--- src/rtl/rx_pair_buffer_pkg.sv ---
package rx_pair_buffer_pkg;
  typedef enum logic { SLOT_FRONT = 1'b0, SLOT_BACK = 1'b1 } slot_e;
  typedef enum logic [1:0] { SRC_HOLD = 2'd0, SRC_INPUT = 2'd1, SRC_BACK = 2'd2 } front_src_e;
endpackage

--- src/rtl/rxb_slot_ctrl.sv ---
module rxb_slot_ctrl
  import rx_pair_buffer_pkg::*;
(
  input  logic       clk,
  input  logic       rst_n,
  input  logic       enable,
  input  logic       store,
  input  logic       take_req,
  output logic       front_full,
  output logic       back_full,
  output front_src_e front_src,
  output logic       back_load,
  output logic       drop
);
  slot_e ptr_q, ptr_d;
  logic  back_q, back_d;
  logic  take;
  logic  front_after_read, back_after_read;

  assign front_full = (ptr_q == SLOT_BACK);
  assign back_full  = back_q;
  assign take       = enable && take_req && front_full;

  always_comb begin
    front_after_read = front_full;
    back_after_read  = back_q;
    front_src        = SRC_HOLD;
    back_load        = 1'b0;
    drop             = 1'b0;
    if (take) begin
      front_after_read = back_q;
      back_after_read  = 1'b0;
      if (back_q) front_src = SRC_BACK;
    end
    ptr_d  = front_after_read ? SLOT_BACK : SLOT_FRONT;
    back_d = back_after_read;
    if (enable && store) begin
      if (!front_after_read) begin
        front_src = SRC_INPUT;
        ptr_d     = SLOT_BACK;
      end else if (!back_after_read) begin
        back_load = 1'b1;
        back_d    = 1'b1;
      end else begin
        front_src = SRC_BACK;
        back_load = 1'b1;
        drop      = 1'b1;
      end
    end
    if (!enable) begin
      ptr_d     = SLOT_FRONT;
      back_d    = 1'b0;
      front_src = SRC_HOLD;
      back_load = 1'b0;
      drop      = 1'b0;
    end
  end

  always_ff @(posedge clk or negedge rst_n) begin
    if (!rst_n) begin
      ptr_q  <= SLOT_FRONT;
      back_q <= 1'b0;
    end else begin
      ptr_q  <= ptr_d;
      back_q <= back_d;
    end
  end
endmodule

--- src/rtl/rxb_byte_reg.sv ---
module rxb_byte_reg #(
  parameter int DATA_W = 8
) (
  input  logic              clk,
  input  logic              rst_n,
  input  logic              load,
  input  logic [DATA_W-1:0] d,
  output logic [DATA_W-1:0] q
);
  always_ff @(posedge clk or negedge rst_n) begin
    if (!rst_n)    q <= '0;
    else if (load) q <= d;
  end
endmodule

--- src/rtl/rxb_ovf_flag.sv ---
module rxb_ovf_flag (
  input  logic clk,
  input  logic rst_n,
  input  logic enable,
  input  logic drop,
  input  logic clr,
  output logic flag
);
  always_ff @(posedge clk or negedge rst_n) begin
    if (!rst_n)       flag <= 1'b0;
    else if (!enable) flag <= 1'b0;
    else if (drop)    flag <= 1'b1;
    else if (clr)     flag <= 1'b0;
  end
endmodule

--- src/rtl/rx_pair_buffer.sv ---
module rx_pair_buffer
  import rx_pair_buffer_pkg::*;
#(
  parameter int DATA_W = 8
) (
  input  logic              clk,
  input  logic              rst_n,
  input  logic              enable,
  input  logic              in_valid,
  input  logic [DATA_W-1:0] in_data,
  output logic              out_valid,
  output logic [DATA_W-1:0] out_data,
  input  logic              out_ready,
  output logic              ovf,
  input  logic              ovf_clr
);
  localparam int NSLOT = 2;

  logic              front_full, buf_full, back_load, drop;
  front_src_e        front_src;
  logic [DATA_W-1:0] slot_q   [NSLOT];
  logic [DATA_W-1:0] slot_d   [NSLOT];
  logic              slot_ld  [NSLOT];

  rxb_slot_ctrl u_ctrl (
    .clk        (clk),
    .rst_n      (rst_n),
    .enable     (enable),
    .store      (in_valid),
    .take_req   (out_ready),
    .front_full (front_full),
    .back_full  (buf_full),
    .front_src  (front_src),
    .back_load  (back_load),
    .drop       (drop)
  );

  always_comb begin
    slot_d[0]  = (front_src == SRC_BACK) ? slot_q[1] : in_data;
    slot_ld[0] = (front_src != SRC_HOLD);
    slot_d[1]  = in_data;
    slot_ld[1] = back_load;
  end

  for (genvar i = 0; i < NSLOT; i++) begin : g_slot
    rxb_byte_reg #(.DATA_W(DATA_W)) u_reg (
      .clk   (clk),
      .rst_n (rst_n),
      .load  (slot_ld[i]),
      .d     (slot_d[i]),
      .q     (slot_q[i])
    );
  end

  rxb_ovf_flag u_ovf (
    .clk    (clk),
    .rst_n  (rst_n),
    .enable (enable),
    .drop   (drop),
    .clr    (ovf_clr),
    .flag   (ovf)
  );

  assign out_valid = front_full;
  assign out_data  = slot_q[0];
endmodule

--- config.mk ---
export PLATFORM = sky130hd
export DESIGN_NAME = rx_pair_buffer
export DESIGN_NICKNAME = d
export VERILOG_FILES = /design/src/rtl/rx_pair_buffer_pkg.sv /design/src/rtl/rxb_slot_ctrl.sv /design/src/rtl/rxb_byte_reg.sv /design/src/rtl/rxb_ovf_flag.sv /design/src/rtl/rx_pair_buffer.sv
export SDC_FILE = /design/constraint.sdc
export NUM_CORES = 1
export LEC_CHECK = 0
export BUFFER_PORTS_ARGS = -buffer_cell sky130_fd_sc_hd__buf_4
export CORE_ASPECT_RATIO = 0.8
export CORE_MARGIN = 1.5
export CORE_UTILIZATION = 54
export DETAILED_ROUTE_END_ITERATION = 12
export PLACE_DENSITY = 0.89
export SLEW_MARGIN = 20
export SYNTH_ARGS = -nofsm -noshare
export SYNTH_HDL_FRONTEND = slang
export SYNTH_SLANG_ARGS = --single-unit
--- constraint.sdc ---
create_clock -name clk -period 2.74 [get_ports clk]
set_input_delay 0.548 -clock clk [delete_from_list [all_inputs] [get_ports clk]]
set_output_delay 0.548 -clock clk [all_outputs]
set_load 0.01 [all_outputs]
Word-level counts from Yosys, hierarchy flattened
Index checks and enable logic that the tools add are counted.

storage, ports and cells
  register bits = 19
  word-level logic and storage cells = 36
  input bits = 14
  output and inout bits = 10

cells by class
  muxes and demuxes = 25
  reduce and logical (&&, ||, !) cells = 4
  equal/unequal tests = 2

operator list
  operator              count
  $mux W1               18
  $mux W2               6
  $mux W8               1
  $logic_and A1 B1 Y1   3
  $ne A3 B1 Y1 const B  1
  $eq A2 B2 Y1 const B  1
  $reduce_bool A2 Y1    1

Logic depth before layout (Yosys ltp)
  depth after elaboration = 9
  mapped depth = 6
  gate-level depth less buffers = 4

Modules after synthesis
A second synthesis with hierarchy kept.

second synthesis, totals
  cells, all modules = 63
  area, all modules = 991.0 um2

modules (own cells, without submodules)
  module          area an instance (um2)  times used  cells an instance  seq. area each (um2)
  rxb_byte_reg    331.6                   2           17                 200.2
  rx_pair_buffer  151.4                   1           11                 0.0
  rxb_slot_ctrl   130.1                   1           15                 50.0
  rxb_ovf_flag    46.3                    1           3                  25.0

Worst setup path before layout
OpenSTA, ideal clock, no wires.

  path kind = input -> register
  start point = in in_valid
  end point = reg g_slot[0].u_reg.q[0]
  path buffers = 1
  cell stages on the path = 4
  required time = 2.615 ns
  setup time = 0.125 ns
  arrival time = 1.585 ns
  path slack = 1.029 ns
  cell sequence = buf_2 > o2111ai_4 > mux2_2 > mux2_4

on the way
  word-level cells in the longest chain between the ends = 5
  elaborated cells between the ends (all ways) = 6
  those cells by class = eq/ne: 1; mux: 3; reduce/logical: 2

RTL lines
  element                  line                  RTL
  from (decl)              rx_pair_buffer.sv:9   input logic in_valid,
  $logic_and A1 B1 Y1 (*)  rxb_slot_ctrl.sv:37   if (enable && store) begin
  $mux W2 (*)              rxb_slot_ctrl.sv:37
  $mux W2 (*)              rxb_slot_ctrl.sv:50   if (!enable) begin
  $eq A2 B2 Y1             rx_pair_buffer.sv:39  slot_d[0] = (front_src == SRC_BACK) ? slot_q[1] : in_data;
  $mux W8                  rx_pair_buffer.sv:39
  to (signal assigned)     rxb_byte_reg.sv:11    if (!rst_n) q <= '0;
  to (signal assigned)     rxb_byte_reg.sv:12    else if (load) q <= d;
  to (decl)                rxb_byte_reg.sv:8     output logic [DATA_W-1:0] q

Every way passes the cells marked *; elsewhere a longest branch is shown, timed or not.
A chain may end at the register's enable or synchronous reset.

Final worst setup path
  start point = reg u_ctrl.ptr_q (netlist: u_ctrl.front_full)
  end point = reg g_slot[0].u_reg.q[5]

on the way
  word-level cells in the longest chain between the ends = 8
  elaborated cells between the ends (all ways) = 11
  those cells by class = eq/ne: 1; mux: 8; reduce/logical: 2

RTL lines
  element                                    line                  RTL
  from (decl)                                rxb_slot_ctrl.sv:15   slot_e ptr_q, ptr_d;
  from (signal assigned)                     rxb_slot_ctrl.sv:64   ptr_q <= ptr_d;
  $logic_and A1 B1 Y1                        rxb_slot_ctrl.sv:22   assign take = enable && take_req && front_full;
  $mux W2 / $mux W1 (equally long branches)  rxb_slot_ctrl.sv:30   if (take) begin
  $mux W2                                    rxb_slot_ctrl.sv:41   end else if (!back_after_read) begin
  $mux W2                                    rxb_slot_ctrl.sv:38   if (!front_after_read) begin
  $mux W2 (*)                                rxb_slot_ctrl.sv:37
  $mux W2 (*)                                rxb_slot_ctrl.sv:50
  $eq A2 B2 Y1                               rx_pair_buffer.sv:39
  $mux W8                                    rx_pair_buffer.sv:39

Marked as above.

==> results_dict.tcl <==
set metrics [dict create \
    status "finished, final reports clean" \
    min_period_over_period_pct 64.4 \
    path_clk_slew_ns 0.10 \
    avgSynthCellArea_um2 14.8 \
    p_clk_share_pct 20.5 \
    cts_root_buffer "clkbuf_4" \
    io_pins 24 \
    grtUsageTotal_pct 18.8 \
    vias 565 \
    cts_setup_buffers 0 \
    arrival_ns 1.94 \
    diodes 0 \
    slew_headroom_pct 63.2 \
    crit_type "reg -> reg" \
    dp_hpwl_mm 1.17 \
    sequentialPowerShare_pct 54.9 \
    slowest_delay_ns 0.50 \
    drive_above_1_share_pct 60.9 \
    powerDensity_mw_per_mm2 593 \
    design.core.area_mm2 0.00161 \
    tightest_slew_ns 0.552 \
    syn_area_um2 916 \
    synth-warning-count 0 \
    antenna_found_initial 0 \
    fmaxAchievable_ghz 0.567 \
    clk_path_buf_depth 2 \
    use_met3_pct 4.96 \
    firstDrtPassIters 2 \
    end_kind "register" \
    drt_iter0_drc 1 \
    grt_start_max_net_pins 20 \
    drv_cap 0 \
    synth_cell_types 19 \
    dieHeight_um 39.8 \
    clock_latency_ns 0.28 \
    critPathRequiredTime_ns 2.92 \
    overflow 0 \
    ys_ff_latch 19 \
    gp_congestion 0.764 \
    skew_ns 0.00133 \
    dieWidth_um 49.0 \
    tns_ns 0 \
    fin_nets 102 \
    wire_per_inst_um 14.2 \
    initial_utilization_pct 56.9 \
    port-buffer-count 23 \
    postCtsHoldBufs 0 \
    period_needed_ns 1.76 \
    grt.busiest_layer "met2" \
    htreeDepth 1 \
    grt_pass1_vias 595 \
    cts_inserted_buffers 3 \
    path_delay_family "simple AND/OR/NAND/NOR gates" \
    rows 13 \
    grt_util_met2_pct 32.5 \
    power.switching_w 0.000170 \
    slew_viol_final 0 \
    cts_tree "done" \
    wl_mm 1.55 \
    netlist_instances 62 \
    met1_usage_pct 24.3 \
    area_delta_synth_final_pct 23.0 \
    p_comb_share_pct 24.6 \
    clock_sinks 19 \
    startpoint_type "register" \
    critPathBufInv 0 \
    switching_share_pct 25.5 \
    cts-resized-gates 0 \
    crit_slowest_cell "and2_1" \
    viasPerCell 5.18 \
    hold_viol 0 \
    hp-class "in -> async" \
    cp_max_fo 8 \
    synth_nets 76 \
    peakVddDrop_mv 0.444 \
    grt_pass1_wl_mm 2.62 \
    p_int_w 0.000497 \
    final-setup-viol-count 0 \
    path_cells "nor2b_2 -> o22ai_1 -> and2_1 -> mux2_4" \
    p_leak_nw 0.522 \
    grt_setup_unrepaired "no" \
    total_power_w 0.000667 \
    drc_errors 0 \
    ys_seq_area_share_pct 51.9 \
    ant_nets 0 \
    dieArea_mm2 0.00195 \
]
[metal layers]
layer	up-vias	wire length, um
met5	-	0
met2	14	773
met1	272	700
met4	0	7
met3	2	70
li1	277	-
[power groups by stage]
| stage | clock [W] | sequential [W] | combinational [W] |
|---|---|---|---|
| 2_1_floorplan | 0 | 0.000376 | 0.0000855 |
| 3_3_place_gp | 0 | 0.000369 | 0.000159 |
| 3_5_place_dp | 0 | 0.000372 | 0.000167 |
| 4_1_cts | 0.000140 | 0.000368 | 0.000167 |
| 5_1_grt | 0.000154 | 0.000374 | 0.000178 |
| 6_report | 0.000137 | 0.000366 | 0.000164 |
[synth_stat cells]
library cell  instances  area, um2
a21oi_1               1       5.00
a21boi_1              1       7.51
o22ai_1               1       6.26
a32oi_1               1       8.76
o21ai_0               1       5.00
o2111ai_4             1       26.3
nand2_1               2       7.51
mux2_4                8        120
dfrtp_1              19        475
nand3_2               1       10.0
a21boi_0              1       7.51
nor2b_2               1       8.76
inv_1                 3       11.3
and2_1                1       6.26
mux2_2               16        180
nor2b_1               1       6.26
o21a_1                1       7.51
buf_6                 1       11.3
buf_2                 1       5.00
[flip-flops by register name, indices dropped and copies added (netlist names)]
name               cells
u_ovf.flag             1
g_slot.u_reg.q        16
u_ctrl.back_full       1
u_ctrl.front_full      1
[worst reg2reg max path: cells and delay by family (launching register included)]
family	cells	cell delay [ns]
AO/OA/AOI/OAI	1	0.14
AND/OR/NAND/NOR	2	0.70
flip-flops	1	0.47
multiplexers	1	0.35
[layout by cell type, fill, tap and decap left out]
cell	n
nor2b_2	1
clkbuf_1	1
and2_1	1
a21boi_1	1
o21a_1	1
clkbuf_4	3
buf_4	23
nand2_1	2
mux2_2	16
a21oi_1	1
dfrtp_1	19
o22ai_1	1
a32oi_1	1
a21boi_0	1
o21ai_0	1
nor2b_1	1
o2111ai_4	1
mux2_4	8
nand3_2	1
inv_1	3
[metrics by stage]
stage               setup WS, ns  cells  cell area, um2  hold WS (ns)  utilization (%)
floorplan                   1.03     62             916         0.252                -
global placement           0.885    105            1100         0.431             68.3
detailed placement         0.856    105            1100         0.433             68.3
CTS                        0.969    109            1130         0.117             69.9
global route               0.917    109            1130         0.109             69.9
finish                     0.976    109            1130         0.114             69.9
[path summary, 6_finish.rpt]
path | start | end | slack (ns) | cells past startpoint
hold / removal | rst_n | u_ctrl.back_full | 0.11 | 1
min in group clk | in_data[7] | g_slot[1].u_reg.q[7] | 0.50 | 2
hold reg to reg | g_slot[1].u_reg.q[0] | g_slot[1].u_reg.q[0] | 0.51 | 1
setup reg to reg | u_ctrl.front_full | g_slot[0].u_reg.q[5] | 0.98 | 4
max in group asynchronous | rst_n | u_ctrl.front_full | 2.43 | 1
setup / recovery | u_ctrl.front_full | g_slot[0].u_reg.q[5] | 0.98 | 4
[cells by family (layout without fill, tap and decap cells)]
| group | after synthesis | in the layout | share of synthesized area, % |
|---|---|---|---|
| AO/OA/AOI/OAI | 8 | 8 | 8.06 |
| buffers and inverters | 5 | 30 | 3.00 |
| flip-flops | 19 | 19 | 51.9 |
| multiplexers | 24 | 24 | 32.8 |
| AND/OR/NAND/NOR | 6 | 6 | 4.24 |
[layout make-up]
cell class / instances / area, um2
multi-input combinational: 38 / 413
inverter: 3 / 11.3
clock buffer: 4 / 26.3
timing repair buffer: 23 / 173
fill: 110 / 484
sequential: 19 / 475
tap: 22 / 27.5
Power figures use the tool's default switching activity.
